**config.mk**
```make
export PLATFORM = sky130hd
export DESIGN_NAME = phy_bringup_seq
export DESIGN_NICKNAME = d
export VERILOG_FILES = /design/src/rtl/bringup_pkg.sv /design/src/rtl/bringup_timer.sv /design/src/rtl/bringup_port.sv /design/src/rtl/phy_bringup_seq.sv
export SDC_FILE = /design/constraint.sdc
export NUM_CORES = 1
export LEC_CHECK = 0
export BUFFER_PORTS_ARGS = -buffer_cell sky130_fd_sc_hd__buf_2
export CORE_MARGIN = 2
export CORE_UTILIZATION = 32
export CTS_CLUSTER_SIZE = 10
export DETAILED_ROUTE_END_ITERATION = 8
export GPL_ROUTABILITY_DRIVEN = 0
export SYNTH_ARGS = -nofsm -noshare
export SYNTH_HDL_FRONTEND = slang
export SYNTH_HIERARCHICAL = 1
export SYNTH_SLANG_ARGS = --single-unit
```
**constraint.sdc**
```tcl
create_clock -name clk -period 3.8 [get_ports clk]
set_clock_uncertainty 0.1 [all_clocks]
set_input_delay 0.38 -clock clk [delete_from_list [all_inputs] [get_ports clk]]
set_output_delay 0.38 -clock clk [all_outputs]
set_load 0.01 [all_outputs]
```
**src/rtl/bringup_pkg.sv**
```systemverilog
package bringup_pkg;

    localparam int NPORTS = 2;
    localparam int CTRL_W = 16;

    // control word bit positions (decoded by the adapter)
    localparam int CB_EN      = 0;
    localparam int CB_SLAVE   = 1;
    localparam int CB_HOTPLUG = 4;

    typedef enum logic [1:0] {
        OP_NOP   = 2'd0,
        OP_START = 2'd1,
        OP_RESET = 2'd2,
        OP_STOP  = 2'd3
    } op_e;

    typedef enum logic [2:0] {
        S_IDLE, S_RSTP, S_CLKSET, S_CTRL, S_PHYSET, S_PWAIT, S_SAMPLE
    } st_e;

    typedef struct packed {
        op_e        op;
        logic       port;
        logic [1:0] mux;
    } cmd_t;

    function automatic logic [CTRL_W-1:0] ctrl_word(input logic port, input logic [1:0] mux);
        logic [CTRL_W-1:0] w;
        w = '0;
        w[CB_EN]      = 1'b1;
        w[CB_HOTPLUG] = 1'b1;
        w[CB_SLAVE]   = (!port && mux == 2'd2) || (port && mux == 2'd3);
        return w;
    endfunction

endpackage

```
**src/rtl/bringup_timer.sv**
```systemverilog
module bringup_timer #(
    parameter int W = 16
) (
    input  logic         clk,
    input  logic         rst,
    input  logic         load,
    input  logic [W-1:0] load_val,
    output logic         zero
);
    logic [W-1:0] cnt;

    always_ff @(posedge clk) begin
        if (rst)            cnt <= '0;
        else if (load)      cnt <= load_val;
        else if (cnt != '0) cnt <= cnt - 1'b1;
    end

    assign zero = (cnt == '0);
endmodule

```
**src/rtl/bringup_port.sv**
```systemverilog
module bringup_port (
    input  logic clk,
    input  logic rst,
    input  logic set_clk,
    input  logic clr_clk,
    input  logic set_online,
    input  logic clr_online,
    output logic clk_en,
    output logic online
);
    always_ff @(posedge clk) begin
        if (rst) begin
            clk_en <= 1'b0;
            online <= 1'b0;
        end else begin
            if (set_clk)         clk_en <= 1'b1;
            else if (clr_clk)    clk_en <= 1'b0;
            if (set_online)      online <= 1'b1;
            else if (clr_online) online <= 1'b0;
        end
    end
endmodule

```
**src/rtl/phy_bringup_seq.sv**
```systemverilog
module phy_bringup_seq
    import bringup_pkg::*;
#(
    parameter int CYC_PER_MS = 100000,
    parameter int SETTLE_MS  = 10,
    parameter int POLL_MS    = 100,
    parameter int TIMEOUT_MS = 1000
) (
    input  logic              clk,
    input  logic              rst,
    input  logic              cmd_valid,
    input  logic [1:0]        cmd_op,
    input  logic              cmd_port,
    input  logic [1:0]        mux_mode,
    input  logic [1:0]        phy_ready,
    output logic [1:0]        port_clk_en,
    output logic [1:0]        port_rst,
    output logic              ctrl_we,
    output logic              ctrl_port,
    output logic [CTRL_W-1:0] ctrl_data,
    output logic              busy,
    output logic              done,
    output logic              result_ok,
    output logic [1:0]        online
);
    localparam int SET_CYC  = SETTLE_MS * CYC_PER_MS;
    localparam int POLL_CYC = POLL_MS * CYC_PER_MS;
    localparam int MAX_CYC  = (SET_CYC > POLL_CYC) ? SET_CYC : POLL_CYC;
    localparam int TW       = $clog2(MAX_CYC + 1);
    localparam int NPOLL_R  = (TIMEOUT_MS - SETTLE_MS + POLL_MS - 1) / POLL_MS;
    localparam int NPOLL    = (NPOLL_R < 1) ? 1 : NPOLL_R;
    localparam int PW       = $clog2(NPOLL + 1);
    localparam logic [TW-1:0] SET_LD  = TW'(SET_CYC - 1);
    localparam logic [TW-1:0] POLL_LD = TW'(POLL_CYC - 1);

    st_e           state;
    cmd_t          cur;
    cmd_t          cmd_in;
    logic [PW-1:0] poll_cnt;
    logic          done_q, ok_q;
    logic          accept, hit, last, succ, fail;
    logic          t_load, t_zero;
    logic [TW-1:0] t_val;

    assign cmd_in = '{op: op_e'(cmd_op), port: cmd_port, mux: mux_mode};
    assign accept = (state == S_IDLE) && cmd_valid && (cmd_in.op != OP_NOP);
    assign hit    = phy_ready[cur.port];
    assign last   = (poll_cnt == PW'(NPOLL - 1));
    assign succ   = (state == S_SAMPLE) && hit;
    assign fail   = (state == S_SAMPLE) && !hit && last;

    // timer load points
    always_comb begin
        t_load = 1'b0;
        t_val  = SET_LD;
        if (accept && cmd_in.op == OP_START) t_load = 1'b1;
        if (state == S_RSTP || state == S_CTRL) t_load = 1'b1;
        if ((state == S_PHYSET && t_zero) || (state == S_SAMPLE && !hit && !last)) begin
            t_load = 1'b1;
            t_val  = POLL_LD;
        end
    end

    bringup_timer #(.W(TW)) u_timer (
        .clk(clk), .rst(rst), .load(t_load), .load_val(t_val), .zero(t_zero)
    );

    always_ff @(posedge clk) begin
        if (rst) begin
            state    <= S_IDLE;
            cur      <= '0;
            poll_cnt <= '0;
            done_q   <= 1'b0;
            ok_q     <= 1'b0;
        end else begin
            done_q <= 1'b0;
            case (state)
                S_IDLE: if (accept) begin
                    cur      <= cmd_in;
                    poll_cnt <= '0;
                    case (cmd_in.op)
                        OP_START: state <= S_CLKSET;
                        OP_RESET: state <= S_RSTP;
                        default: begin
                            done_q <= 1'b1;
                            ok_q   <= 1'b1;
                        end
                    endcase
                end
                S_RSTP:   state <= S_CLKSET;
                S_CLKSET: if (t_zero) state <= S_CTRL;
                S_CTRL:   state <= S_PHYSET;
                S_PHYSET: if (t_zero) state <= S_PWAIT;
                S_PWAIT:  if (t_zero) state <= S_SAMPLE;
                S_SAMPLE: begin
                    if (hit || last) begin
                        done_q <= 1'b1;
                        ok_q   <= hit;
                        state  <= S_IDLE;
                    end else begin
                        poll_cnt <= poll_cnt + 1'b1;
                        state    <= S_PWAIT;
                    end
                end
                default: state <= S_IDLE;
            endcase
        end
    end

    for (genvar i = 0; i < NPORTS; i++) begin : g_port
        logic mine_cmd, mine_cur;
        assign mine_cmd = accept && (cmd_in.port == 1'(i));
        assign mine_cur = (cur.port == 1'(i));
        bringup_port u_port (
            .clk       (clk),
            .rst       (rst),
            .set_clk   (mine_cmd && cmd_in.op == OP_START),
            .clr_clk   ((mine_cmd && cmd_in.op == OP_STOP) ||
                        (fail && mine_cur && cur.op == OP_START)),
            .set_online(succ && mine_cur),
            .clr_online(mine_cmd),
            .clk_en    (port_clk_en[i]),
            .online    (online[i])
        );
        assign port_rst[i] = (state == S_RSTP) && mine_cur;
    end

    assign ctrl_we   = (state == S_CTRL);
    assign ctrl_port = cur.port;
    assign ctrl_data = ctrl_word(cur.port, cur.mux);
    assign busy      = (state != S_IDLE);
    assign done      = done_q;
    assign result_ok = ok_q;


    done_pulse_chk: assert property (@(posedge clk) disable iff (rst) done |=> !done);

    rst_pulse_chk: assert property (@(posedge clk) disable iff (rst) (|port_rst) |=> !(|port_rst));

    rst_onehot_chk: assert property (@(posedge clk) disable iff (rst) $onehot0(port_rst));

    busy_end_chk: assert property (@(posedge clk) disable iff (rst) $fell(busy) |-> done);

    ctrl_bits_chk: assert property (@(posedge clk) disable iff (rst)
        ctrl_we |-> (ctrl_data[CB_EN] && ctrl_data[CB_HOTPLUG] && !ctrl_we_prev_hi(ctrl_data)));

    online_ok_chk: assert property (@(posedge clk) disable iff (rst)
        $rose(online[0]) || $rose(online[1]) |-> done && result_ok);

    function automatic logic ctrl_we_prev_hi(input logic [CTRL_W-1:0] d);
        return |(d & ~CTRL_W'(16'h0013));
    endfunction
endmodule

```
==> results.sh, run 1 <==
export IMPL_run_status="finished, final reports clean"
export IMPL_post_drt_via_cell_ratio=4.73
export IMPL_yosysMostFrequentCell="dfxtp_1"
export IMPL_post_cts_repair_setup_buffers=0
export IMPL_post_route_drc_count=0
export IMPL_postSynth_asyncResetShare=0
export IMPL_layout_area_seq_um2=841
export IMPL_irDropWorstVdd_mv=0.368
export IMPL_syn_instance_count=309
export IMPL_grt_util_all_layers=0.135
export IMPL_hold_class="primary input to flip-flop"
export IMPL_grt_setup_unrepaired="false"
export IMPL_r2r_start="u_timer/cnt[4]"
export IMPL_timing_hold_violations_final=0
export IMPL_synth_top_area_share=0.333
export IMPL_route_top_layer_used="met4"
export IMPL_cts_resized_gates=0
export IMPL_finalPower_uw=1930
export IMPL_first_pass_iters=6
export IMPL_layout_drive_gt1_share=0.127
export IMPL_initial_antenna_violation_count=0
export IMPL_synth_area_leaders="dfxtp_1, nand2_1, buf_4"
export IMPL_tightest_slew_ns=0.555
export IMPL_num_io_pins=37
export IMPL_cts_sinks=42
export IMPL_multi_input_comb_area_um2=1520
export IMPL_yosys_warning_count=6
export IMPL_fp_coreArea_um2=7690
export IMPL_tritoncts_clock_tree="done"
export IMPL_crit_fanout=12
export IMPL_final_fill_count=869
export IMPL_netlist_top_cell_by_area="dfxtp_1"
export IMPL_synth_flop_cell="dfxtp_1"
export IMPL_tns_ns=0
export IMPL_grt_first_pass_wirelength_um=9550
export IMPL_seq_area_frac_synth=0.333
export IMPL_synth_top_cells_by_count="dfxtp_1, nand2_1, a21oi_1, buf_4, o21ai_0"
export IMPL_clk_latency_ns=0.30
export IMPL_drt_antenna_violating_nets=0
export IMPL_finalNetCount=356
export IMPL_grt_max_degree=30
export IMPL_syn_avg_cell_area_um2=8.18
export IMPL_clk_transition_reported_paths_ns=0.08
export IMPL_slew_headroom=0.630
export IMPL_cts_max_level=2
export IMPL_fp_dieH_um=92.9
export IMPL_finalMaxSlewViolations=0
export IMPL_clock_tree_root_cell="clkbuf_8"
export IMPL_max_cap_violations=0
export IMPL_met3_length_um=228
export IMPL_port_buffers=21
export IMPL_initial_core_util=0.329
export IMPL_setup_viol=0
export IMPL_clock_fmax_ghz=0.333
export IMPL_first_iter_violations=24
export IMPL_worstRegToRegCells=9
export IMPL_worstSetupEndpointType="flip-flop"
export IMPL_critPathKind="flip-flop to flip-flop"
export IMPL_crit_arrival_ns=3.07
export IMPL_fp_row_count=32
export IMPL_detail_route_wirelength_met1_um=2630
export IMPL_die_area_um2=8630
export IMPL_synthesis_area_um2=2530
export IMPL_post_route_period_util=0.790
export IMPL_first_global_vias=1996
export IMPL_synth_seq_cells=42
export IMPL_grt_overflow_total=0
export IMPL_wl_met2_um=2560
export IMPL_number_of_distinct_library_cell_variants_in_the_gate_level_netlist_after_synthesis=56
export IMPL_critPathCapture="u_timer/cnt[23]"
export IMPL_power_density_cell_area_nw_per_um2=689
export IMPL_cts_buffers_inserted=5
export IMPL_insertedDiodeCount=0
export IMPL_required_ns=3.87
export IMPL_detail_route_wirelength_um=5470
export IMPL_area_growth_synth_to_final_pct=10.7
export IMPL_worst_setup_path_start_kind="flip-flop"
export IMPL_hpwl_after_detailed_placement_um=3900
export IMPL_synth_edf_count=0
export IMPL_timing_rr_end="u_timer/cnt[23]"
export IMPL_num_vias=2084
export IMPL_clock_tree_buffer_depth=2
export IMPL_critPathLaunch="u_timer/cnt[4]"
export IMPL_reg2reg_setup_slack_ns=0.80
export IMPL_period_needed_ns=3.00
export IMPL_dieWidth_um=92.9
export IMPL_wl_per_cell_um=12.4
export IMPL_static_leakage_power_uw=0.00114
export IMPL_cts_hold_buffers_added=0
## power by group
| part | switching, uW | internal (uW) | total [uW] |
|---|---|---|---|
| clock network | 160 | 196 | 356 |
| registers | 125 | 564 | 689 |
| logic | 492 | 392 | 884 |
| total | 777 | 1150 | 1930 |
## critical path: stages, from the launching register on
cell	delay, ns
dfxtp_1	0.35
or4_1	0.65
and4bb_1	0.36
and3_1	0.20
nand2b_1	0.07
o21ai_0	0.21
a211o_1	0.26
nor2_1	0.14
nand2b_1	0.35
o21ai_0	0.17
## placed cells by master (no fill, tap or decap), drive strengths merged, types with 4 or more instances in the layout
cell and instances:
nor2 13, nor3 12, nand3 6, or3 9
and2 4, buf 27, nor3b 4, clkbuf 6
inv 15, o21ai 18, conb 29, a21oi 19
dfxtp 42, xor2 16, nand2 41, nand2b 9
ha 8, xnor2 6, and3 5, nand4 5
## through the flow
| step | instance area (um^2) | setup slack, ns | util | hold slack (ns) | std cells |
|---|---|---|---|---|---|
| final | 2800 | 0.797 | 0.364 | 0.209 | 441 |
| after floorplan | 2630 | 0.408 | - | 0.332 | 336 |
| after global routing | 2800 | 0.522 | 0.364 | 0.207 | 441 |
| after CTS | 2800 | 0.805 | 0.364 | 0.196 | 441 |
| after global placement | 2690 | 0.978 | 0.350 | 0.342 | 433 |
| after detailed placement | 2690 | 0.820 | 0.350 | 0.346 | 433 |
## worst min-delay path by stage
| stage | startpoint | to | cells after the start |
|---|---|---|---|
| finish | mux_mode[0] | cur[0] | 3 |
| floorplan | cur[1] | cur[1] | 2 |
| detailed placement | cur[1] | cur[1] | 2 |
| global placement | cur[1] | cur[1] | 2 |
| CTS | mux_mode[0] | cur[0] | 3 |
| global route | mux_mode[0] | cur[0] | 3 |
## cell type report
class | count | share of cell area
timing repair buffer | 27 | 0.0536
tap | 102 | 0.0456
clock buffer | 6 | 0.0259
inverter | 15 | 0.0201
clock inverter | 2 | 0.0134
multi-input combinational | 247 | 0.541
sequential | 42 | 0.300
## per-layer routing
metal  vias to the layer above  global-route usage
met5                         -                   0
met4                         0              0.0404
met3                         4              0.0293
met2                        41               0.223
met1                       961               0.175
li1                       1078                   -
## cell families (layout without fill, tap and decap cells)
| group | count (synthesis) | in the layout | synth area share |
|---|---|---|---|
| AO/OA/AOI/OAI | 58 | 58 | 0.148 |
| XOR/XNOR | 22 | 22 | 0.0762 |
| adder cells (fa/ha/maj) | 8 | 8 | 0.0396 |
| buffers and inverters | 47 | 50 | 0.108 |
| flip-flops | 42 | 42 | 0.333 |
| multiplexers | 2 | 2 | 0.0129 |
| other | 2 | 29 | 0.00297 |
| AND/OR/NAND/NOR | 128 | 128 | 0.279 |
## sequential cells by signal (all words and copies together) (netlist names)
| signal | flops |
|---|---|
| ctrl_port | 1 |
| cur | 4 |
| done | 1 |
| g_port.u_port/clk_en | 2 |
| g_port.u_port/online | 2 |
| poll_cnt | 4 |
| result_ok | 1 |
| state | 3 |
| u_timer/cnt | 24 |
Note: power is estimated with default switching activity, not from simulation.
==> run 2, diff against run 1 <==
==> constraint.sdc (replaced) <==
create_clock -name clk -period 3.1 [get_ports clk]
set_clock_uncertainty 0.1 [all_clocks]
set_input_delay 0.31 -clock clk [delete_from_list [all_inputs] [get_ports clk]]
set_output_delay 0.31 -clock clk [all_outputs]
set_load 0.01 [all_outputs]
==> run 2 against run 1 <==
First-iteration DRC count rose to 3.1 times the previous value; design area decreased by 0.27%; total power rose by 18%; critical path type unchanged; critical endpoint is now u_timer/cnt[13]; largest power group unchanged; highest routed layer unchanged.
==> results.sh, run 2 (synthesis results as in run 1) <==
export IMPL_run_status="finished, final reports clean"
export IMPL_first_pass_iters=4
export IMPL_post_route_drc_count=0
export IMPL_layout_cells_most_common_list="dfxtp_1, nand2_1, conb_1"
export IMPL_tightest_slew_ns=0.567
export IMPL_clock_tree_buffer_depth=2
export IMPL_clock_fmax_ghz=0.364
export IMPL_wl_per_cell_um=12.2
export IMPL_clock_tree_root_cell="clkbuf_8"
export IMPL_initial_antenna_violation_count=0
export IMPL_die_area_um2=8630
export IMPL_clk_transition_reported_paths_ns=0.09
export IMPL_worst_path_max_delay_cell="or4_1"
export IMPL_hold_class="primary input to flip-flop"
export IMPL_static_leakage_power_uw=0.00115
export IMPL_first_iter_violations=74
export IMPL_grt_first_pass_wirelength_um=9360
export IMPL_layout_commonest_cell="dfxtp_1"
export IMPL_worst_path_largest_cell_delay_ns=0.65
export IMPL_max_cap_violations=0
export IMPL_cts_resized_gates=0
export IMPL_irDropWorstVdd_mv=0.486
export IMPL_cts_sinks=42
export IMPL_cp_top_family="simple AND/OR/NAND/NOR gates"
export IMPL_layout_drive_gt1_share=0.132
export IMPL_grt_overflow_total=0
export IMPL_tns_ns=0
export IMPL_insertedDiodeCount=0
export IMPL_cts_hold_buffers_added=0
export IMPL_initial_core_util=0.329
export IMPL_dieWidth_um=92.9
export IMPL_crit_arrival_ns=2.81
export IMPL_drt_antenna_violating_nets=0
export IMPL_grt_max_degree=30
export IMPL_multi_input_comb_area_um2=1520
export IMPL_registers_top_by_ff_count="u_timer/cnt"
export IMPL_power_density_cell_area_nw_per_um2=813
export IMPL_cts_max_level=2
export IMPL_first_global_vias=2029
export IMPL_critPathKind="flip-flop to flip-flop"
export IMPL_hpwl_after_detailed_placement_um=3900
export IMPL_fp_row_count=32
export IMPL_tritoncts_clock_tree="done"
export IMPL_post_route_period_util=0.886
export IMPL_finalNetCount=357
export IMPL_detail_route_wirelength_um=5410
export IMPL_clk_latency_ns=0.30
export IMPL_num_vias=2118
export IMPL_cts_buffers_inserted=5
export IMPL_post_cts_repair_setup_buffers=0
export IMPL_worstSetupEndpointType="flip-flop"
export IMPL_required_ns=3.16
export IMPL_slew_headroom=0.622
export IMPL_layout_area_seq_um2=841
export IMPL_number_of_flip_flops_in_the_largest_register=24
export IMPL_crit_fanout=12
export IMPL_num_io_pins=37
export IMPL_port_buffers=21
export IMPL_grt_util_all_layers=0.131
export IMPL_fp_dieH_um=92.9
export IMPL_reg_largest_list="u_timer/cnt x24, cur x4, poll_cnt x4"
export IMPL_timing_hold_violations_final=0
export IMPL_setup_viol=0
export IMPL_cp_common_cell="nand2b_1"
export IMPL_finalMaxSlewViolations=0
export IMPL_area_growth_synth_to_final_pct=10.4
export IMPL_critPathBufInv=0
export IMPL_period_needed_ns=2.75
export IMPL_post_drt_via_cell_ratio=4.79
export IMPL_finalPower_uw=2270
export IMPL_final_fill_count=824
export IMPL_grt_setup_unrepaired="false"
export IMPL_worst_setup_path_start_kind="flip-flop"
export IMPL_fp_coreArea_um2=7690
export IMPL_worst_path_cell_chain="or4_1 > and4bb_1 > and3_1 > nand2b_1 > o21ai_2 > a211o_1 > nor2_1 > nand2b_1 > o21ai_0"
[run 2: layer usage]
metal	track usage	wire, um	share of wire
met2	0.224	2520	0.47
met4	0.0221	17	0.0031
met5	0	0	0
met3	0.0285	258	0.048
met1	0.171	2620	0.48
[run 2: through the flow]
step / hold slack [ns] / setup WS [ns] / cells / util / instance area (um^2)
after global routing: 0.171 / 0.122 / 442 / 0.363 / 2790
after global placement: 0.339 / 0.438 / 434 / 0.351 / 2700
final: 0.145 / 0.353 / 442 / 0.363 / 2790
after detailed placement: 0.349 / 0.350 / 434 / 0.351 / 2700
after floorplan: 0.279 / 0.0594 / 336 / - / 2640
after CTS: 0.140 / 0.337 / 442 / 0.363 / 2790
[run 2: area by class of cell]
type                       instances  share of cell area
clock buffer                       7              0.0309
multi-input combinational        247               0.544
inverter                          15              0.0202
timing repair buffer              28              0.0565
clock inverter                     1             0.00179
tap                              102              0.0457
sequential                        42               0.301
[run 2: where the power goes]
group,internal [uW],switching [uW]
registers,692,154
logic,480,577
clock network,180,188
total,1350,919
[run 2: final timing paths]
check / startpoint / to / slack, ns / depth (start not counted)
max: u_timer/cnt[4] / u_timer/cnt[13] / 0.35 / 9
min: mux_mode[0] / cur[0] / 0.15 / 3
max reg2reg: u_timer/cnt[4] / u_timer/cnt[13] / 0.35 / 9
min reg2reg: cur[3] / cur[3] / 0.36 / 2
[run 2: tightest hold or removal path, delay by kind of cell]
family                 cells  cell delay (ns)
buffers and inverters      1             0.10
AOI/OAI and AO/OA          1             0.05
and+or+nand+nor            1             0.05
==> run 3, diff against run 2 <==
--- a/config.mk
+++ b/config.mk
@@ -5,12 +5,13 @@
 export SDC_FILE = /design/constraint.sdc
 export NUM_CORES = 1
 export LEC_CHECK = 0
-export BUFFER_PORTS_ARGS = -buffer_cell sky130_fd_sc_hd__buf_2
+export BUFFER_PORTS_ARGS = -buffer_cell sky130_fd_sc_hd__buf_4
 export CORE_MARGIN = 2
 export CORE_UTILIZATION = 32
 export CTS_CLUSTER_SIZE = 10
 export DETAILED_ROUTE_END_ITERATION = 8
 export GPL_ROUTABILITY_DRIVEN = 0
+export REMOVE_ABC_BUFFERS = 1
 export SYNTH_ARGS = -nofsm -noshare
 export SYNTH_HDL_FRONTEND = slang
 export SYNTH_HIERARCHICAL = 1
==> run 3 against run 2 <==
Utilization grew 1.5 points; critical endpoint is now u_timer/cnt[12]; first-iteration DRC count grew 42%; wire length shrank 1.6%; global-route usage shrank 0.073 points; largest power group unchanged; combinational power grew 6%; fmax shrank 5.9%.
==> results.sh, run 3 (synthesis results as in run 1) <==
export IMPL_reg_largest_list="u_timer/cnt x24, cur x4, poll_cnt x4"
export IMPL_cts_resized_gates=0
export IMPL_die_area_um2=8630
export IMPL_clock_tree_root_cell="clkbuf_8"
export IMPL_tightest_slew_ns=0.602
export IMPL_grt_setup_unrepaired="false"
export IMPL_max_cap_violations=0
export IMPL_clock_tree_buffer_depth=2
export IMPL_clock_fmax_ghz=0.342
export IMPL_grt_overflow_total=0
export IMPL_fp_coreArea_um2=7690
export IMPL_crit_arrival_ns=2.97
export IMPL_post_cts_repair_setup_buffers=0
export IMPL_crit_fanout=12
export IMPL_finalNetCount=359
export IMPL_drt_antenna_violating_nets=0
export IMPL_detail_route_wirelength_um=5320
export IMPL_post_route_period_util=0.942
export IMPL_fp_dieH_um=92.9
export IMPL_port_buffers=21
export IMPL_dp_cells=436
export IMPL_final_cell_count_no_fill=444
export IMPL_clk_latency_ns=0.30
export IMPL_tns_ns=0
export IMPL_first_global_vias=1878
export IMPL_finalPower_uw=2500
export IMPL_wl_per_cell_um=12.0
export IMPL_tritoncts_clock_tree="done"
export IMPL_area_growth_synth_to_final_pct=15.0
export IMPL_cts_hold_buffers_added=0
export IMPL_period_needed_ns=2.92
export IMPL_post_drt_via_cell_ratio=4.68
export IMPL_layout_drive_gt1_share=0.137
export IMPL_static_leakage_power_uw=0.00119
export IMPL_layout_commonest_cell="dfxtp_1"
export IMPL_worst_setup_path_start_kind="flip-flop"
export IMPL_num_vias=2078
export IMPL_initial_core_util=0.329
export IMPL_finalCoreUtilization=0.378
export IMPL_critPathKind="flip-flop to flip-flop"
export IMPL_hold_ws_ns=0.158
export IMPL_fp_row_count=32
export IMPL_irDropWorstVdd_mv=0.296
export IMPL_grt_util_all_layers=0.130
export IMPL_cts_sinks=42
export IMPL_initial_antenna_violation_count=0
export IMPL_worstSetupEndpointType="flip-flop"
export IMPL_hpwl_after_detailed_placement_um=3740
export IMPL_cts_max_level=2
export IMPL_hold_class="primary input to flip-flop"
export IMPL_post_route_drc_count=0
export IMPL_slew_headroom=0.595
export IMPL_insertedDiodeCount=0
export IMPL_grt_max_degree=30
export IMPL_finalMaxSlewViolations=0
export IMPL_power_density_cell_area_nw_per_um2=859
export IMPL_cts_buffers_inserted=5
export IMPL_setup_viol=0
export IMPL_timing_hold_violations_final=0
export IMPL_dieWidth_um=92.9
export IMPL_registers_top_by_ff_count="u_timer/cnt"
export IMPL_clk_transition_reported_paths_ns=0.09
export IMPL_required_ns=3.15
export IMPL_number_of_flip_flops_in_the_largest_register=24
export IMPL_grt_first_pass_wirelength_um=9170
export IMPL_num_io_pins=37
export IMPL_run_status="finished, final reports clean"
export IMPL_first_pass_iters=4
export IMPL_first_iter_violations=105
export IMPL_layout_cells_most_common_list="dfxtp_1, nand2_1, buf_4"
-- run 3: cell count changes in the layout (fill, tap and decap cells not counted), sizes merged --
cell and delta:
buf +2, clkinv -1, bufinv +2, clkbuf -1
-- run 3: power breakdown --
part           switching [uW]  internal (uW)  total (uW)
Sequential                150            692         841
Combinational             607            512        1120
Clock                     193            344         537
Total                     949           1550        2500
-- run 3: worst paths after layout --
| kind | startpoint | end | slack (ns) | depth (start not counted) |
|---|---|---|---|---|
| worst min-delay path | mux_mode[0] | cur[0] | 0.16 | 3 |
| worst max register to register | u_timer/cnt[4] | u_timer/cnt[12] | 0.18 | 9 |
| worst min register to register | cur[3] | cur[3] | 0.35 | 2 |
| worst max-delay path | u_timer/cnt[4] | u_timer/cnt[12] | 0.18 | 9 |
-- run 3: final cells by class --
| class | instances | area, um^2 |
|---|---|---|
| timing repair buffer | 30 | 225 |
| tap | 102 | 128 |
| clock inverter | 2 | 60.1 |
| inverter | 15 | 56.3 |
| fill | 811 | 4780 |
| clock buffer | 6 | 82.6 |
| sequential | 42 | 841 |
| multi-input combinational | 247 | 1520 |
-- run 3: per-layer routing --
layer | routed length, um | global-route usage | up-vias
met1 | 2690 | 0.190 | 953
met2 | 2430 | 0.197 | 33
li1 | - | - | 1087
met3 | 147 | 0.0244 | 5
met5 | 0 | 0 | -
met4 | 48 | 0.0331 | 0
-- run 3: worst max-delay path: stages, from the launching register on --
cell and delay [ns]:
dfxtp_1 0.35, or4_1 0.67, and4bb_1 0.38, and3_1 0.20, nand2b_1 0.06, o21ai_0 0.21, a211o_1 0.19, nor2_1 0.10
nand2b_1 0.35, o21ai_0 0.16
-- run 3: through the flow --
step                      area, um^2  setup WS [ns]
final                           2910          0.179
after detailed placement        2770          0.243
after CTS                       2910          0.191
after global placement          2770          0.335
after floorplan                 2410         -0.570
after global routing            2910        0.00987
